===== config.mk =====
export PLATFORM = sky130hd
export DESIGN_NAME = supply_mon_ctrl
export DESIGN_NICKNAME = d
export VERILOG_FILES = /design/src/rtl/smon_pkg.sv /design/src/rtl/smon_sampler.sv /design/src/rtl/smon_flag.sv /design/src/rtl/smon_regs.sv /design/src/rtl/supply_mon_ctrl.sv
export SDC_FILE = /design/constraint.sdc
export NUM_CORES = 1
export LEC_CHECK = 0
export ABC_AREA = 0
export ABC_CLOCK_PERIOD_IN_PS = 2130
export BUFFER_PORTS_ARGS = -buffer_cell sky130_fd_sc_hd__buf_2
export CAP_MARGIN = 15
export CORE_MARGIN = 5
export CORE_UTILIZATION = 45
export CTS_CLUSTER_DIAMETER = 100
export CTS_CLUSTER_SIZE = 14
export DETAILED_ROUTE_END_ITERATION = 10
export PLACE_DENSITY = 0.79
export SKIP_CTS_REPAIR_TIMING = 1
export SLEW_MARGIN = 20
export SYNTH_ARGS = -nofsm -noshare
export SYNTH_HDL_FRONTEND = slang
export SYNTH_HIERARCHICAL = 1
export SYNTH_SLANG_ARGS = --single-unit

===== constraint.sdc =====
create_clock -name clk -period 2.13 [get_ports clk]
set_input_delay 0.426 -clock clk [delete_from_list [all_inputs] [get_ports clk]]
set_output_delay 0.426 -clock clk [all_outputs]
set_load 0.01 [all_outputs]

===== src/rtl/smon_pkg.sv =====
package smon_pkg;

  localparam int ADDR_W = 3;
  localparam int NFLAG  = 3;

  localparam int FL_WAKE = 0;
  localparam int FL_RST  = 1;
  localparam int FL_EV   = 2;

  typedef enum logic [ADDR_W-1:0] {
    A_CFG      = 3'd0,
    A_BKWAKE   = 3'd1,
    A_INTEN    = 3'd2,
    A_WAKESTAT = 3'd3,
    A_INTSTAT  = 3'd4,
    A_STATUS   = 3'd5
  } smon_addr_e;

  typedef enum logic [1:0] {
    SM_CONT = 2'd0,
    SM_P1   = 2'd1,
    SM_P2   = 2'd2,
    SM_P3   = 2'd3
  } smp_mode_e;

endpackage


===== src/rtl/smon_sampler.sv =====
module smon_sampler
  import smon_pkg::*;
#(
  parameter int PER1 = 32,
  parameter int PER2 = 256,
  parameter int PER3 = 2048
) (
  input  logic      clk,
  input  logic      rst_n,
  input  smp_mode_e mode,
  input  logic      mode_chg,
  input  logic      cmp_low,
  output logic      cmp_en,
  output logic      sample,
  output logic      detect
);
  localparam int CNT_W = $clog2(PER3);

  logic [CNT_W-1:0] cnt_q;
  logic [CNT_W-1:0] last;

  always_comb begin
    case (mode)
      SM_P1:   last = CNT_W'(PER1 - 1);
      SM_P2:   last = CNT_W'(PER2 - 1);
      SM_P3:   last = CNT_W'(PER3 - 1);
      default: last = '0;
    endcase
  end

  always_ff @(posedge clk or negedge rst_n) begin
    if (!rst_n)                          cnt_q <= '0;
    else if (mode_chg || mode == SM_CONT) cnt_q <= '0;
    else if (cnt_q == last)               cnt_q <= '0;
    else                                  cnt_q <= cnt_q + 1'b1;
  end

  // The enable window doubles as the capture strobe
  assign cmp_en = (mode == SM_CONT) || (cnt_q == last);

  always_ff @(posedge clk or negedge rst_n) begin
    if (!rst_n)      sample <= 1'b0;
    else if (cmp_en) sample <= cmp_low;
  end

  assign detect = cmp_en & cmp_low & ~sample;

endmodule


===== src/rtl/smon_flag.sv =====
module smon_flag (
  input  logic clk,
  input  logic rst_n,
  input  logic set,
  input  logic clr,
  output logic q
);
  // set dominates a same-edge clear
  always_ff @(posedge clk or negedge rst_n) begin
    if (!rst_n) q <= 1'b0;
    else        q <= set | (q & ~clr);
  end
endmodule


===== src/rtl/smon_regs.sv =====
module smon_regs
  import smon_pkg::*;
#(
  parameter int DATA_W = 32,
  parameter int THR_W  = 4
) (
  input  logic              clk,
  input  logic              rst_n,
  input  logic              acc_valid,
  input  logic              acc_write,
  input  logic [ADDR_W-1:0] acc_addr,
  input  logic [DATA_W-1:0] acc_wdata,
  input  logic [NFLAG-1:0]  flags,
  input  logic              sample,
  output smp_mode_e         mode,
  output logic              mode_chg,
  output logic [THR_W-1:0]  thresh,
  output logic              rst_en,
  output logic              wake_en,
  output logic              irq_en,
  output logic              clr_wakestat,
  output logic              clr_intstat,
  output logic [DATA_W-1:0] rd_data
);
  localparam int THR_LSB   = 4;
  localparam int RSTEN_BIT = THR_LSB + THR_W;

  logic wr_cfg, wr_bk, wr_ie, rd_any;
  logic unused_wdata;

  assign unused_wdata = ^acc_wdata;
  assign rd_any  = acc_valid & ~acc_write;
  assign wr_cfg  = acc_valid & acc_write & (acc_addr == A_CFG);
  assign wr_bk   = acc_valid & acc_write & (acc_addr == A_BKWAKE);
  assign wr_ie   = acc_valid & acc_write & (acc_addr == A_INTEN);
  assign mode_chg = wr_cfg & (acc_wdata[1:0] != mode);

  assign clr_wakestat = rd_any & (acc_addr == A_WAKESTAT);
  assign clr_intstat  = rd_any & (acc_addr == A_INTSTAT);

  always_ff @(posedge clk or negedge rst_n) begin
    if (!rst_n) begin
      mode    <= SM_CONT;
      thresh  <= '0;
      rst_en  <= 1'b0;
      wake_en <= 1'b0;
      irq_en  <= 1'b0;
    end else begin
      if (wr_cfg) begin
        mode   <= smp_mode_e'(acc_wdata[1:0]);
        thresh <= acc_wdata[THR_LSB +: THR_W];
        rst_en <= acc_wdata[RSTEN_BIT];
      end
      if (wr_bk) wake_en <= acc_wdata[0];
      if (wr_ie) irq_en  <= acc_wdata[0];
    end
  end

  always_comb begin
    rd_data = '0;
    case (acc_addr)
      A_CFG: begin
        rd_data[1:0]                = mode;
        rd_data[THR_LSB +: THR_W]   = thresh;
        rd_data[RSTEN_BIT]          = rst_en;
      end
      A_BKWAKE:   rd_data[0] = wake_en;
      A_INTEN:    rd_data[0] = irq_en;
      A_WAKESTAT: rd_data[1:0] = {flags[FL_RST], flags[FL_WAKE]};
      A_INTSTAT:  rd_data[0] = flags[FL_EV];
      A_STATUS:   rd_data[3:0] = {flags[FL_EV], sample, flags[FL_RST], flags[FL_WAKE]};
      default:    rd_data = '0;
    endcase
  end

endmodule


===== src/rtl/supply_mon_ctrl.sv =====
module supply_mon_ctrl
  import smon_pkg::*;
#(
  parameter int DATA_W = 32,
  parameter int THR_W  = 4,
  parameter int PER1   = 32,
  parameter int PER2   = 256,
  parameter int PER3   = 2048
) (
  input  logic              clk,
  input  logic              rst_n,
  input  logic              acc_valid,
  input  logic              acc_write,
  input  logic [2:0]        acc_addr,
  input  logic [DATA_W-1:0] acc_wdata,
  output logic [DATA_W-1:0] rd_data,
  input  logic              cmp_low,
  output logic              cmp_en,
  output logic [THR_W-1:0]  cmp_thresh,
  output logic              core_rst_req,
  output logic              wake_req,
  output logic              irq
);
  smp_mode_e        mode_w;
  logic             mode_chg_w, rst_en_w, wake_en_w, irq_en_w;
  logic             clr_wakestat_w, clr_intstat_w;
  logic             sample_w, detect_w;
  logic [NFLAG-1:0] flag_set, flag_clr, flag_q;

  smon_regs #(.DATA_W(DATA_W), .THR_W(THR_W)) u_regs (
    .clk(clk), .rst_n(rst_n),
    .acc_valid(acc_valid), .acc_write(acc_write), .acc_addr(acc_addr),
    .acc_wdata(acc_wdata), .flags(flag_q), .sample(sample_w),
    .mode(mode_w), .mode_chg(mode_chg_w), .thresh(cmp_thresh),
    .rst_en(rst_en_w), .wake_en(wake_en_w), .irq_en(irq_en_w),
    .clr_wakestat(clr_wakestat_w), .clr_intstat(clr_intstat_w),
    .rd_data(rd_data)
  );

  smon_sampler #(.PER1(PER1), .PER2(PER2), .PER3(PER3)) u_smp (
    .clk(clk), .rst_n(rst_n), .mode(mode_w), .mode_chg(mode_chg_w),
    .cmp_low(cmp_low), .cmp_en(cmp_en), .sample(sample_w), .detect(detect_w)
  );

  assign flag_set[FL_WAKE] = detect_w & wake_en_w;
  assign flag_set[FL_RST]  = detect_w & rst_en_w;
  assign flag_set[FL_EV]   = detect_w;
  assign flag_clr[FL_WAKE] = clr_wakestat_w;
  assign flag_clr[FL_RST]  = clr_wakestat_w;
  assign flag_clr[FL_EV]   = clr_intstat_w;

  for (genvar g = 0; g < NFLAG; g++) begin : g_flag
    smon_flag u_flag (
      .clk(clk), .rst_n(rst_n), .set(flag_set[g]), .clr(flag_clr[g]), .q(flag_q[g])
    );
  end

  assign core_rst_req = flag_q[FL_RST];
  assign wake_req     = flag_q[FL_WAKE];
  assign irq          = flag_q[FL_EV] & irq_en_w;

endmodule


==> flow_summary_export.csv <==
group,metric,value,unit
cts,cts_buffers,3,
cells_and_area,finalNonFillerCells,231,
sta,finalSetupViolations,0,
sta,max_freq,493,MHz
cells_and_area,fin_area,1770,um^2
sta,tightest_slew,538,ps
power,ir_drop,0.000538,V
logic_synthesis,synthFlopType,"dfrtp_1",
placement,pre_cts_ws,305,ps
route,drt-total-wl,2.75,mm
hold_path,hold_class,"in -> async",
route,num_vias,1063,
logic_synthesis,yosysSeqAreaShare,38.6,%
worst_setup_path,cp_data_required_time,1700,ps
worst_setup_path,crit_arrival,1600,ps
worst_setup_path,crit_type,"reg -> out",
route,drt_iter0_drc,47,
global_route,antenna_found_initial,0,
cells_and_area,antenna-diode-count,0,
sta,setup_ws,99.8,ps
placement,portBuffers,31,
cts,insertion_delay,340,ps
run_status,status,"finished clean",
placement,dp_hpwl,2.12,mm
cts,cts_max_path_buffers,2,
placement,dp.cells,225,
sta,rsz0062_at_grt,"no",
cts,htree_levels,1,
route,drcViolationCount,0,
route,drtAntennaViolNets,0,
cts,clock_sinks,24,
route,dr_wl_met3,233,um
logic_synthesis,synth.distinct_cells,41,
route,top_layer_used,"met4",
logic_synthesis,synth_warnings,6,
sta,clock_skew,18.2,ps
power,p_per_area,839,nW/um^2
placement,dpl_cell_area,1660,um^2
cts,cts_tree,"done",
sta,fin_crit,2030,ps
logic_synthesis,ys_ff_latch,24,
power,cellLeakagePower,0.860,nW
floorplanning,dieWidth,68.8,um
cts,cts_root_buffer,"clkbuf_4",
worst_setup_path,critPathMaxFanout,7,
global_route,grt.total_usage,11.9,%
cells_and_area,drive_gt1_share,37.3,%
cts,clkTransAtPathRegs,150,ps
cells_and_area,final_core_util,53.0,%
cells_and_area,fillers,320,
logic_synthesis,synth_area,1560,um^2
floorplanning,io_pins,80,
global_route,grt_max_degree,25,
sta,hold_viol,0,
cells_and_area,area_delta_synth_final,13.7,%
global_route,grt_overflow,0,
floorplanning,die_h,68.8,um
cells_and_area,final_nets,227,
logic_synthesis,avgSynthCellArea,10.3,um^2
worst_setup_path,worstSetupStartpointType,"flip-flop",
sta,slew_headroom,64.2,%
power,power,0.00149,W
run,drv_cap,0,
global_route,grt_pass1_wl,4.28,mm
sta,finalMaxSlewViolations,0,
route,first_pass_iters,3,
logic_synthesis,synth_edf_count,0,
route,met1_length,1.11,mm
sta,fin_crit_sh,95.3,%
logic_synthesis,synth_cells,151,
floorplanning,rows,21,
logic_synthesis,async_flop_share,100,%
route,met2_wirelength,1.39,mm
worst_setup_path,end_kind,"output pin",
floorplanning,start_util,46.6,%
global_route,grt_pass1_vias,972,
route,routedWlPerCell,11.9,um
route,vias_per_cell,4.60,
placement,place_congestion,0.823,
floorplanning,core-area,3340,um^2
floorplanning,fp.dieArea,4730,um^2
[cell type report]
type                    count  area (um^2)  share of cell area [%]
multi-input cells         114          825                    46.6
flip-flops and latches     24          603                    34.1
clock buffers               3         22.5                    1.27
well taps                  46         57.6                    3.25
clock inverters             1         30.0                    1.70
repair buffers             36          205                    11.6
inverters                   7         26.3                    1.49
[cells in the mapped netlist, types with 2 or more instances]
library cell,instances,area (um^2)
o21ai_0,2,10.0
inv_1,7,26.3
nand2_1,5,18.8
and2_1,8,50.1
nor2_1,6,22.5
mux2_4,8,120
clkbuf_1,2,7.51
nand2b_1,2,12.5
a31oi_1,2,12.5
or3_1,2,12.5
buf_6,3,33.8
a21o_1,4,30.0
nor3b_1,3,22.5
buf_4,23,173
mux2_2,2,22.5
a21oi_1,2,10.0
xnor2_1,9,78.8
dfrtp_1,24,601
nand4_1,2,12.5
nand3_1,4,20.0
nor3_1,4,20.0
nor2_2,8,50.1
[layout by cell type (no fill, tap or decap), types with 2 or more instances in the layout]
master,synthesis,routed
o21ai_0,2,2
nor2_2,8,8
inv_1,7,7
buf_2,0,31
clkbuf_4,0,3
nand4_1,2,2
or3_1,2,2
nand2b_1,2,2
dfrtp_2,0,2
mux2_4,8,8
buf_4,23,4
nor3b_1,3,3
nor2_1,6,6
conb_1,1,23
nand2_1,5,5
nor3_1,4,4
mux2_2,2,2
a21o_1,4,4
nand3_1,4,4
a21oi_1,2,2
and2_1,8,8
dfrtp_1,24,22
xnor2_1,9,9
[path summary, 6_finish.rpt]
kind | startpoint | end | slack [ps] | cells past startpoint
hold reg to reg | u_smp/cnt_q[0]$_DFF_PN0_ | u_smp/cnt_q[0]$_DFF_PN0_ | 490 | 1
max in group asynchronous | rst_n | u_regs/mode[1]$_DFFE_PN0P_ | 1700 | 1
min in group clk | acc_wdata[6] | u_regs/thresh[2]$_DFFE_PN0P_ | 310 | 2
setup / recovery | u_regs/mode[1]$_DFFE_PN0P_ | cmp_en | 100 | 4
setup reg to reg | u_regs/mode[1]$_DFFE_PN0P_ | g_flag[1].u_flag/q$_DFF_PN0_ | 350 | 5
hold / removal | rst_n | g_flag[0].u_flag/q$_DFF_PN0_ | 40 | 1
[power by group]
group	total (W)	switching, W	internal (W)
Clock	0.000337	0.000147	0.000191
Sequential	0.000655	0.0000970	0.000558
Combinational	0.000493	0.000229	0.000263
[state kept, by name, summed over array words and instances (netlist names)]
signal and cells:
g_flag.u_flag/q 3, u_regs/irq_en 1, u_regs/thresh 4, u_regs/rst_en 1
u_smp/cnt_q 11, u_regs/wake_en 1, u_regs/mode 2, u_smp/sample 1
[layer usage]
layer | up-vias | GRT usage (%)
met5 | - | 0
met4 | 0 | 2.92
met3 | 2 | 3.73
met2 | 29 | 20.0
met1 | 501 | 14.9
li1 | 531 | -
[through the flow]
step / setup TNS (ps) / hold WS (ps)
2_1_floorplan: 0 / 130
3_3_place_gp: 0 / 438
3_5_place_dp: 0 / 442
4_1_cts: -4.43 / 56.1
5_1_grt: 0 / 72.2
6_report: 0 / 43.7
[logic make-up (layout without fill, tap and decap cells)]
family,count (synthesis),count (layout),share of synthesized area (%)
AO/OA/AOI/OAI,17,17,8.76
XOR/XNOR,10,10,5.63
AND/OR/NAND/NOR,52,52,20.7
adder cells (fa/ha/maj),1,1,0.804
other,1,23,0.241
multiplexers,11,11,9.81
flip-flops,24,24,38.6
buffers and inverters,35,47,15.4
[worst max-delay path, stage by stage (launching register included)]
cell     delay (ps)
dfrtp_2         490
o41ai_4         440
a31oi_4         140
inv_1            70
buf_2           120
Note: power is estimated with default switching activity, not from simulation.
